===== src/rtl/dma_steal_pkg.sv =====
package dma_steal_pkg;

   typedef enum logic [1:0] {
      ST_IDLE = 2'd0,
      ST_HOLD = 2'd1,
      ST_XFER = 2'd2,
      ST_REL  = 2'd3
   } bus_st_e;

   typedef enum logic [1:0] {
      SEL_ADDR = 2'd0,
      SEL_CNT  = 2'd1,
      SEL_CTRL = 2'd2,
      SEL_STAT = 2'd3
   } reg_sel_e;

   localparam int CTRL_EN_BIT  = 0;
   localparam int CTRL_DIR_BIT = 1;

endpackage


===== src/rtl/dma_chan_regs.sv =====
module dma_chan_regs #(
   parameter int ADDR_W = 16,
   parameter int CNT_W  = 16,
   parameter int REG_W  = 16
) (
   input  logic              clk,
   input  logic              rst_n,
   input  logic              wr_addr,
   input  logic              wr_cnt,
   input  logic              wr_ctrl,
   input  logic [REG_W-1:0]  wdata,
   input  logic              clr_done,
   input  logic              step,
   output logic [ADDR_W-1:0] addr_q,
   output logic [CNT_W-1:0]  cnt_q,
   output logic              en_q,
   output logic              dir_q,
   output logic              done_q
);
   import dma_steal_pkg::*;

   logic last_word;
   assign last_word = (cnt_q == CNT_W'(1));

   always_ff @(posedge clk) begin
      if (!rst_n) begin
         addr_q <= '0;
         cnt_q  <= '0;
         en_q   <= 1'b0;
         dir_q  <= 1'b0;
         done_q <= 1'b0;
      end else begin
         if (step) begin
            addr_q <= addr_q + 1'b1;
            cnt_q  <= cnt_q - 1'b1;
            if (last_word) begin
               en_q   <= 1'b0;
               done_q <= 1'b1;
            end
         end
         if (wr_addr) addr_q <= wdata[ADDR_W-1:0];
         if (wr_cnt)  cnt_q  <= wdata[CNT_W-1:0];
         if (wr_ctrl) begin
            en_q  <= wdata[CTRL_EN_BIT] && (cnt_q != '0);
            dir_q <= wdata[CTRL_DIR_BIT];
         end
         if (clr_done) done_q <= 1'b0;
      end
   end

endmodule


===== src/rtl/dma_prio_pick.sv =====
module dma_prio_pick #(
   parameter int N     = 4,
   parameter int IDX_W = 2
) (
   input  logic [N-1:0]     req,
   output logic             any,
   output logic [IDX_W-1:0] idx
);

   assign any = |req;

   generate
      if (N == 1) begin : g_single
         assign idx = '0;
      end else begin : g_multi
         always_comb begin
            idx = '0;
            for (int i = N - 1; i >= 0; i--) begin
               if (req[i]) idx = IDX_W'(i);
            end
         end
      end
   endgenerate

endmodule


===== src/rtl/dma_bus_fsm.sv =====
module dma_bus_fsm #(
   parameter int IDX_W = 2
) (
   input  logic             clk,
   input  logic             rst_n,
   input  logic             any_req,
   input  logic [IDX_W-1:0] pick_idx,
   input  logic             hold_ack,
   output logic             hold_req,
   output logic             xfer,
   output logic [IDX_W-1:0] cur_idx
);
   import dma_steal_pkg::*;

   bus_st_e st_q, st_d;

   always_comb begin
      st_d = st_q;
      case (st_q)
         ST_IDLE: if (any_req)   st_d = ST_HOLD;
         ST_HOLD: if (hold_ack)  st_d = ST_XFER;
         ST_XFER:                st_d = ST_REL;
         ST_REL:  if (!hold_ack) st_d = ST_IDLE;
         default:                st_d = ST_IDLE;
      endcase
   end

   always_ff @(posedge clk) begin
      if (!rst_n) begin
         st_q    <= ST_IDLE;
         cur_idx <= '0;
      end else begin
         st_q <= st_d;
         if (st_q == ST_IDLE && any_req) cur_idx <= pick_idx;
      end
   end

   assign hold_req = (st_q == ST_HOLD) || (st_q == ST_XFER);
   assign xfer     = (st_q == ST_XFER);

endmodule


===== src/rtl/dma_steal_ctrl.sv =====
module dma_steal_ctrl #(
   parameter int NUM_CH = 4,
   parameter int ADDR_W = 16,
   parameter int CNT_W  = 16
) (
   input  logic                  clk,
   input  logic                  rst_n,
   input  logic                  reg_wr,
   input  logic [((NUM_CH > 1) ? $clog2(NUM_CH) : 1)+1:0] reg_addr,
   input  logic [((ADDR_W > CNT_W) ? ADDR_W : CNT_W)-1:0] reg_wdata,
   output logic [((ADDR_W > CNT_W) ? ADDR_W : CNT_W)-1:0] reg_rdata,
   input  logic [NUM_CH-1:0]     dreq,
   output logic [NUM_CH-1:0]     dack,
   output logic                  hold_req,
   input  logic                  hold_ack,
   output logic [ADDR_W-1:0]     mem_addr,
   output logic                  mem_rd,
   output logic                  mem_wr,
   output logic                  irq
);
   import dma_steal_pkg::*;

   localparam int CH_W  = (NUM_CH > 1) ? $clog2(NUM_CH) : 1;
   localparam int REG_W = (ADDR_W > CNT_W) ? ADDR_W : CNT_W;

   if (NUM_CH < 1 || NUM_CH > 8) begin : g_bad_ch
      $error("NUM_CH must lie in 1..8");
   end
   if (ADDR_W < 2 || CNT_W < 2) begin : g_bad_w
      $error("ADDR_W and CNT_W must be at least 2");
   end
   if (2 * NUM_CH > REG_W) begin : g_bad_stat
      $error("status register needs 2*NUM_CH bits");
   end

   reg_sel_e        sel;
   logic [CH_W-1:0] rch;
   assign sel = reg_sel_e'(reg_addr[1:0]);
   assign rch = reg_addr[CH_W+1:2];

   logic [ADDR_W-1:0] ch_addr [NUM_CH];
   logic [CNT_W-1:0]  ch_cnt  [NUM_CH];
   logic [NUM_CH-1:0] ch_en, ch_dir, ch_done;

   logic            xfer, any_req;
   logic [CH_W-1:0] pick_idx, cur_idx;

   for (genvar i = 0; i < NUM_CH; i++) begin : g_ch
      logic hit;
      assign hit = reg_wr && (rch == CH_W'(i));
      dma_chan_regs #(.ADDR_W(ADDR_W), .CNT_W(CNT_W), .REG_W(REG_W)) u_regs (
         .clk      (clk),
         .rst_n    (rst_n),
         .wr_addr  (hit && sel == SEL_ADDR),
         .wr_cnt   (hit && sel == SEL_CNT),
         .wr_ctrl  (hit && sel == SEL_CTRL),
         .wdata    (reg_wdata),
         .clr_done (reg_wr && sel == SEL_STAT && reg_wdata[i]),
         .step     (xfer && cur_idx == CH_W'(i)),
         .addr_q   (ch_addr[i]),
         .cnt_q    (ch_cnt[i]),
         .en_q     (ch_en[i]),
         .dir_q    (ch_dir[i]),
         .done_q   (ch_done[i])
      );
   end

   dma_prio_pick #(.N(NUM_CH), .IDX_W(CH_W)) u_pick (
      .req (dreq & ch_en),
      .any (any_req),
      .idx (pick_idx)
   );

   dma_bus_fsm #(.IDX_W(CH_W)) u_fsm (
      .clk      (clk),
      .rst_n    (rst_n),
      .any_req  (any_req),
      .pick_idx (pick_idx),
      .hold_ack (hold_ack),
      .hold_req (hold_req),
      .xfer     (xfer),
      .cur_idx  (cur_idx)
   );

   assign dack     = xfer ? (NUM_CH'(1) << cur_idx) : '0;
   assign mem_rd   = xfer && !ch_dir[cur_idx];
   assign mem_wr   = xfer &&  ch_dir[cur_idx];
   assign mem_addr = xfer ? ch_addr[cur_idx] : '0;
   assign irq      = |ch_done;

   always_comb begin
      reg_rdata = '0;
      case (sel)
         SEL_ADDR: reg_rdata[ADDR_W-1:0] = ch_addr[rch];
         SEL_CNT:  reg_rdata[CNT_W-1:0]  = ch_cnt[rch];
         SEL_CTRL: begin
            reg_rdata[CTRL_EN_BIT]  = ch_en[rch];
            reg_rdata[CTRL_DIR_BIT] = ch_dir[rch];
         end
         default: begin
            reg_rdata[NUM_CH-1:0]        = ch_done;
            reg_rdata[2*NUM_CH-1:NUM_CH] = ch_en;
         end
      endcase
   end

endmodule


===== config.mk =====
export PLATFORM = sky130hd
export DESIGN_NAME = dma_steal_ctrl
export DESIGN_NICKNAME = d
export VERILOG_FILES = /design/src/rtl/dma_steal_pkg.sv /design/src/rtl/dma_chan_regs.sv /design/src/rtl/dma_prio_pick.sv /design/src/rtl/dma_bus_fsm.sv /design/src/rtl/dma_steal_ctrl.sv
export SDC_FILE = /design/constraint.sdc
export NUM_CORES = 1
export LEC_CHECK = 0
export ABC_AREA = 1
export BUFFER_PORTS_ARGS = -buffer_cell sky130_fd_sc_hd__buf_2
export CORE_ASPECT_RATIO = 1.2
export CORE_MARGIN = 5
export CORE_UTILIZATION = 40
export DETAILED_ROUTE_END_ITERATION = 8
export HOLD_SLACK_MARGIN = 0.12
export PLACE_DENSITY_LB_ADDON = 0.25
export SLEW_MARGIN = 20
export SYNTH_ARGS = -nofsm -noshare
export SYNTH_HDL_FRONTEND = slang
export SYNTH_SLANG_ARGS = --single-unit

===== constraint.sdc =====
create_clock -name clk -period 2.6 [get_ports clk]
set_clock_uncertainty 0.2 [all_clocks]
set_input_delay 0.39 -clock clk [delete_from_list [all_inputs] [get_ports clk]]
set_output_delay 0.39 -clock clk [all_outputs]
set_load 0.05 [all_outputs]

==> results of run 1 <==
==> repair_timing <==
action / in CTS / in global routing
hold endpoints to repair: 16 / 0
pin swaps: 0 / 1
cloned: 0 / 0
buffers inserted: 0 / 0
hold buffers: 10 / 0
setup endpoints to repair: 24 / 25
gates resized for setup: 15 / 26
==> worst paths after layout <==
check                                      startpoint                        to  slack (ps)  cells after the start
worst max-delay path                      reg_addr[2]              reg_rdata[0]          -5                      8
worst min-delay path                         hold_ack             u_fsm.st_q[0]         160                      5
worst max register to register          u_fsm.st_q[0]  g_ch[3].u_regs.addr_q[8]         370                      8
worst min register to register  g_ch[3].u_regs.done_q     g_ch[3].u_regs.done_q         280                      2
==> cells in the final DEF, fill, tap and decap left out, types with 7 or more instances in the layout <==
cell type | netlist | final
nand2_1 | 350 | 348
inv_1 | 271 | 269
nor2_1 | 204 | 204
dfxtp_1 | 144 | 143
nand3_1 | 141 | 141
o22ai_1 | 128 | 127
o21ai_0 | 124 | 119
a21oi_1 | 110 | 110
buf_2 | 18 | 57
buf_4 | 1 | 41
xor2_1 | 31 | 31
nand4_1 | 25 | 25
nor3_1 | 21 | 20
o211ai_1 | 17 | 17
clkbuf_16 | 0 | 17
ha_1 | 16 | 15
inv_2 | 11 | 11
a31oi_1 | 10 | 10
dlygate4sd3_1 | 0 | 10
a221oi_1 | 12 | 9
nand2_2 | 8 | 8
nor2_4 | 6 | 7
==> final cells by class <==
class	count	area (um^2)
clock buffer	20	447
clock inverter	12	159
fill	2781	13600
inverter	284	1070
multi-input combinational	1236	6270
sequential	144	2890
tap	330	413
timing repair buffer	119	828
==> flip-flops by register name, indices dropped and copies added (netlist names) <==
register and flops:
g_ch.u_regs.dir_q 4, g_ch.u_regs.en_q 4, u_fsm.st_q 2, g_ch.u_regs.cnt_q 64, u_fsm.cur_idx 2, g_ch.u_regs.done_q 4, g_ch.u_regs.addr_q 64
==> cell families (layout without fill, tap and decap cells) <==
group                    after synthesis  count (layout)  share of synthesized area
AO/OA/AOI/OAI                        415             415                      0.228
AND/OR/NAND/NOR                      774             774                      0.320
buffers and inverters                345             435                      0.130
adder cells (fa/ha/maj)               16              16                     0.0192
XOR/XNOR                              31              31                     0.0261
flip-flops                           144             144                      0.277
==> routing by layer <==
layer  vias up  GRT usage  part of all wire
met2       651      0.478              0.44
met1      5716      0.399              0.40
li1       5896          -                 -
met3       171     0.0503             0.085
met4         0      0.191             0.074
met5         -          0                 0
==> metrics by stage <==
| step | hold slack, ps | power [mW] |
|---|---|---|
| after floorplan | 245 | 4.17 |
| after global placement | 262 | 4.89 |
| after detailed placement | 271 | 4.90 |
| after CTS | 159 | 7.55 |
| after global routing | 184 | 7.97 |
| final | 158 | 7.60 |
==> worst max-delay path, stage by stage <==
cell,delay [ps]
buf_2,210
inv_2,80
nand2_1,190
buf_6,240
o22ai_1,100
o21ai_0,340
nand4_1,200
buf_2,250
==> power breakdown <==
part	internal, mW	total (mW)	switching, mW
registers	2.34	2.48	0.146
clock network	1.54	2.64	1.10
logic	0.752	2.48	1.73
==> metrics, run 1 <==
pre-CTS setup slack=-1.48 ps; Total Neg Setup Slack=-4.75 ps; max frequency=384 MHz; CTS tree=built; Critical Path Fanout Max=22; worst-case vdd ir drop=approximately 0.42 mV; first-pass GRT wire length=69.9 mm; crit end category=output port; initial antenna violation count=0; Yosys reg bits=144; clock slew at reported path FFs=70 ps; clock sinks=144; cell area after synthesis=10,400 um^2; Synth top cells by count=nand2_1 (350), inv_1 (271), nor2_1 (204), dfxtp_1 (144), nand3_1 (141); DRC errors left=0; clk_lat worst skew=roughly 450 ps; final instance area=12,100 um^2; Seq/Total Area, Yosys=0.277; Placement Cell Area=11,200 um^2; Die ar.=29,400 um^2; Post-Syn Area per Cell=6.04 um^2; 1st-iter DRT viols=1,447; Die X=roughly 160 um; Post-Route WL=46.1 mm; Pleak=5.25 nW; Area Overhead vs Synth=15.9%; worst slew pin tran=723 ps; H-tree Lvls=4; Hold WC Path Type=input pin to flip-flop; GRT overflow=0; Max-cap violations=0; Via Count=12.4k; number of diodes=0; Max transition margin=0.517; placed cells=2,103; crit start category=input pin; CTS buffer count=17; Antenna Nets Post-Route=0; Fin. Hold Viols=0; number of global-route vias before repair=11.7k; routed len/inst=21.5 um; Gate Count Post-Synth=1,725; count leader, synth=nand2_1; Final Setup Violations=1; share of layout cells above drive strength 1=0.107; Post-synth EDFFs=0; port buffer count=67; die height=187 um; status=finished with violations; nets=around 1.8k; first-pass detailed-route iteration total=8; Synth async-reset ratio=0; pin count of the biggest net entering global routing=32; Yosys top cell by area=dfxtp_1; core region area=25,600 um^2; Pwr Density=approximately 630 nW/um^2; synthesized net count=1,769; CTS max path bufs=2; Tot GR Track Use=0.309; Final WS setup=-4.75 ps; post-layout util=0.471; hpwl dp=34.5 mm; clock root cell=clkbuf_16; Final Critical Period=2600 ps; final max-slew violation count=0; period utilization=1.00; largest cells by area after synthesis=dfxtp_1 (28%), nand2_1 (13%), inv_1 (9.8%), o22ai_1 (7.7%), nor2_1 (7.4%); initial core utilization=0.406; share of Yosys cell area claimed by the top area cell type=0.277; Top FF cell, synth=dfxtp_1; Yosys cell types=37; Critical Path RT=2010 ps; WP data arrival=approximately 2000 ps; failing checks=setup timing; routability cong.=between 1 and 1.5; # rows=64; RSZ-0062 raised after global routing=true; post-route insts no fill=about 2.1k; synth warn=0; vias per inst=approximately 5.8; I/O Pins=68; Worst Path Class, Setup=input pin to output port
(Power assumes the default switching activity.)
==> run 2, diff against run 1 <==
Settings changed: CORE_MARGIN 5 to 2.
==> metrics, run 2 (synthesized netlist as in run 1, its figures left out) <==
status=completed; crit start category=flip-flop; Final Critical Period=2590 ps (-14.8 ps); clock slew at reported path FFs=70 ps (about the same); Pleak=5.30 nW (+1.0%); RSZ-0062 raised after global routing=true; final max-slew violation count=0 (unchanged); initial antenna violation count=0 (unchanged); Crit path top cell by count=o21ai_0; Final Power=7.81 mW (+2.7%); die height=181 um (-3.2%); number of diodes=0 (unchanged); Worst path slowest cell=o21ai_0; GRT overflow=0 (unchanged); # rows=64 (unchanged); Area Overhead vs Synth=16.8%; CTS buffer count=17 (unchanged); number of global-route vias before repair=11.7k (+0.24%); first-pass GRT wire length=70.6 mm (+0.94%); Post-Route WL=47.0 mm (+2.0%); I/O Pins=68 (unchanged); Register Area=2890 um^2 (+0.17%); period utilization=0.996 (-0.00568); worst-case vdd ir drop=0.526 mV (+24%); multi-input logic area=6270 um^2 (about the same); Worst Path Class, Setup=flip-flop to output port; CTS max path bufs=2 (unchanged); clock root cell=clkbuf_16; Critical Path Fanout Max=6 (-73%); initial core utilization=0.408 (+0.00127); port buffer count=67 (unchanged); Hold WC Path Type=input pin to flip-flop; most frequent cells in the layout=nand2_1 (348), inv_1 (267), nor2_1 (203); biggest regs=g_ch.u_regs.addr_q (64), g_ch.u_regs.cnt_q (64); Max-cap violations=0 (unchanged); clock sinks=144 (unchanged); Fin. Hold Viols=0 (unchanged); Via Count=12.5k (+0.77%); post-layout util=0.476 (+0.00505); Pwr Density=642 nW/um^2 (+1.9%); 1st-iter DRT viols=1,654 (+14%); Max transition margin=0.527 (+0.00970); Antenna Nets Post-Route=0 (unchanged); Final Setup Violations=0 (-1); H-tree Lvls=4 (unchanged); cell family with most CP delay=compound AO/OA/AOI/OAI gates; CTS tree=built; hpwl dp=35.1 mm (+1.9%); clk_lat worst skew=450 ps (about the same); DRC errors left=0 (unchanged); most common cell after layout, fill and taps aside=nand2_1; Die X=151 um (-3.8%); Buffers & Inverters on Critical Path=2 (-2); pin count of the biggest net entering global routing=85 (+170%); worst slew pin tran=705 ps (-18.1 ps); nets=1,850 (+0.22%); Critical Path RT=2010 ps (about the same); slowest stage delay, CP=430 ps (+90 ps); core region area=25,500 um^2 (-0.31%); WP data arrival=2000 ps (about the same); Tot GR Track Use=0.345 (+0.0358); Fill cells=2,734 (-1.7%); CP Cell Sequence=inv_1 -> o21ai_0 -> o21ai_0 -> o211ai_1 -> clkbuf_4; crit end category=output port; routability cong.=1.01 (-0.80%); share of layout cells above drive strength 1=0.114 (+0.00697); Die ar.=27,400 um^2 (-6.9%); max frequency=386 MHz (+0.57%); vias per inst=5.83 (+0.63%); Total Neg Setup Slack=0 ps (+4.75 ps); first-pass detailed-route iteration total=8 (unchanged); routed len/inst=21.9 um (+1.9%)
[run 2: repair_timing]
action,4_1_cts,5_1_grt
setup buffers,0,3
setup endpoints to repair,22,25
gates resized for setup,16,20
pin swaps,0,1
hold endpoints to repair,14,0
hold buffers,9,0
[run 2: metal layers]
layer	part of all wire	global-route usage	wire length (um)
met1	0.39	0.429	18300
met4	0.074	0.220	3480
met5	0	0	0
met3	0.088	0.0677	4120
met2	0.45	0.540	21100
[run 2: layout make-up]
class / instances / share of cell area
multi-input cells: 1236 / 0.515
clock buffers: 18 / 0.0361
repair buffers: 123 / 0.0716
flip-flops and latches: 144 / 0.238
clock inverters: 13 / 0.0174
well taps: 330 / 0.0339
inverters: 284 / 0.0882
[run 2: metrics by stage]
stage / worst slack [ps] / cell area [um^2] / std cells / hold slack [ps]
finish: 10.0 / 12200 / 2148 / 133
global route: -78.6 / 12200 / 2148 / 159
CTS: 0.488 / 12100 / 2145 / 130
detailed placement: -39.0 / 11300 / 2105 / 273
global placement: -4.31 / 11300 / 2105 / 260
floorplan: 10.6 / 10400 / 1725 / 245
[run 2: path summary, 6_finish.rpt]
kind / end / slack [ps] / cells after the start / startpoint
max: reg_rdata[6] / 10 / 5 / g_ch[0].u_regs.addr_q[6]
min: g_ch[2].u_regs.cnt_q[1] / 130 / 5 / reg_wdata[1]
min reg2reg: g_ch[1].u_regs.done_q / 280 / 2 / g_ch[1].u_regs.done_q
max reg2reg: g_ch[2].u_regs.cnt_q[5] / 390 / 9 / u_fsm.st_q[0]
[run 2: report_power, final]
group	internal [mW]	switching (mW)	total [mW]
Sequential	2.34	0.147	2.48
Combinational	0.767	1.75	2.51
Clock	1.73	1.08	2.81
Total	4.83	2.98	7.81
[run 2: worst reg2reg max path: cells and delay by family (launching register included)]
family          cells  cell delay (ps)
simple gates        3              400
buf+inv             4              650
flops               1              380
fa+ha+maj           1              250
compound gates      1              210
==> run 3, diff against run 2 <==
--- a/constraint.sdc
+++ b/constraint.sdc
@@ -4,2 +4,2 @@
 set_output_delay 0.39 -clock clk [all_outputs]
-set_load 0.05 [all_outputs]
+set_load 0.1 [all_outputs]
==> metrics, run 3 (synthesized netlist as in run 1, its figures left out) <==
status=completed; clock sinks=144 (unchanged); Final Setup Violations=0 (unchanged); first-pass GRT wire length=71.8 mm (+1.7%); clock slew at reported path FFs=70 ps (about the same); CTS max path bufs=2 (unchanged); WP data arrival=2000 ps (about the same); worst reg2reg endpoint=g_ch[1].u_regs.cnt_q[2]; port buffer count=67 (unchanged); Critical Path Fanout Max=8 (+2); crit end category=output port; hold_sp=reg_wdata[11]; Antenna Nets Post-Route=0 (unchanged); post-layout util=0.498 (+0.0214); Worst R2R Setup Slack=350 ps (-40 ps); initial antenna violation count=0 (unchanged); clock root cell=clkbuf_16; Final WS setup=12.0 ps (+1.95 ps); hpwl dp=36.4 mm (+3.5%); routability cong.=1.02 (+0.56%); number of diodes=0 (unchanged); Hold WC Path Type=input pin to flip-flop; routed len/inst=22.4 um (+2.5%); H-tree Lvls=4 (unchanged); clk_lat worst skew=460 ps (about the same); Die ar.=27,400 um^2 (unchanged); most frequent cells in the layout=nand2_1 (347), inv_1 (269), nor2_1 (199); Hold Path End=g_ch[2].u_regs.addr_q[11]; I/O Pins=68 (unchanged); final max-slew violation count=0 (unchanged); Max transition margin=0.473 (-0.0537); Tot GR Track Use=0.352 (+0.00714); pre-CTS setup slack=145 ps (+184 ps); number of global-route vias before repair=11.8k (+1.1%); Max-cap violations=0 (unchanged); Final Critical Period=2590 ps (-1.95 ps); Fin. Hold Viols=0 (unchanged); Critical Path RT=2010 ps (about the same); core region area=25,500 um^2 (unchanged); GRT overflow=0 (unchanged); pin count of the biggest net entering global routing=70 (-18%); Pleak=5.38 nW (+1.4%); DRC errors left=0 (unchanged); Fill cells=2,664 (-2.6%); CTS tree=built; biggest regs=g_ch.u_regs.addr_q (64), g_ch.u_regs.cnt_q (64); r2r startpoint=u_fsm.st_q[0]; die height=181 um (unchanged); max frequency=386 MHz (about the same); Post-Route WL=48.2 mm (+2.6%); most common cell after layout, fill and taps aside=nand2_1; crit start category=flip-flop; initial core utilization=0.408 (unchanged); worst-case vdd ir drop=0.645 mV (+23%); Reg2Reg Depth=10 (+1); nets=1,851 (+0.054%); worst slew pin tran=790 ps (+84.9 ps); period utilization=0.995 (about the same); Via Count=12.7k (+1.6%); Hold Path Cell Cnt=3 (-2); share of layout cells above drive strength 1=0.121 (+0.00757); Area Overhead vs Synth=22.0%; RSZ-0062 raised after global routing=false; Worst Path Class, Setup=flip-flop to output port; CP Launch Point=u_fsm.cur_idx[0]; # rows=64 (unchanged); 1st-iter DRT viols=1,653 (-0.060%); CTS buffer count=17 (unchanged); Total Neg Setup Slack=0 ps (unchanged); first-pass detailed-route iteration total=6 (-2); Die X=151 um (unchanged); Pwr Density=611 nW/um^2 (-4.8%); vias per inst=5.92 (+1.5%)
-- run 3: cell count changes in the layout (fill, tap and decap cells not counted), moves of 4 or more --
cell / before / now
clkbuf_4: 4 / 0
nor2_1: 203 / 199
buf_2: 60 / 29
buf_12: 6 / 40
-- run 3: worst max-delay path: stages (launching register included) --
cell      delay [ps]
dfxtp_4          380
inv_1            120
nand2_4          130
buf_6            180
o22ai_1          270
a221oi_2          70
nor2_1           190
buf_12           200
-- run 3: cell type report --
cell class / count / area (um^2) / share of cell area
multi-input combinational: 1236 / 6370 / 0.501
sequential: 144 / 2890 / 0.227
timing repair buffer: 124 / 1380 / 0.109
inverter: 284 / 1070 / 0.0844
clock buffer: 19 / 443 / 0.0348
tap: 330 / 413 / 0.0325
clock inverter: 13 / 139 / 0.0109
-- run 3: routing by layer --
metal,vias to the layer above,part of all wire,wire length [um],GRT usage
li1,5928,-,-,-
met1,5927,0.40,19200,0.454
met2,718,0.45,21600,0.556
met3,153,0.094,4530,0.0598
met4,0,0.060,2900,0.191
met5,-,0,0,0
-- run 3: where the power goes --
part           leakage [nW]  internal, mW  switching, mW
Combinational          3.94         0.821           1.93
Sequential             1.17          2.34          0.139
Clock                 0.271          1.44           1.10
-- run 3: repair_timing --
| action | in CTS | in global routing |
|---|---|---|
| hold buffers | 7 | 0 |
| setup buffers | 0 | 2 |
| endpoints found under the setup margin | 20 | 19 |
| pin swaps | 1 | 3 |
| hold endpoints to repair | 12 | 0 |
| gates resized for setup | 21 | 22 |
-- run 3: per-stage QoR --
stage          cells  hold WS (ps)  instance area (um^2)  total power, mW
3_3_place_gp    2109           269                 11900             5.17
6_report        2150           128                 12700             7.76
3_5_place_dp    2109           279                 11900             5.19
4_1_cts         2148           122                 12600             7.72
5_1_grt         2150           170                 12700             8.11
2_1_floorplan   1725           245                 10500             4.35
-- run 3: worst max path at each step --
stage,endpoint
finish,mem_addr[1]
global route,mem_rd
CTS,mem_wr
detailed placement,reg_rdata[5]
global placement,reg_rdata[1]
floorplan,mem_addr[10]
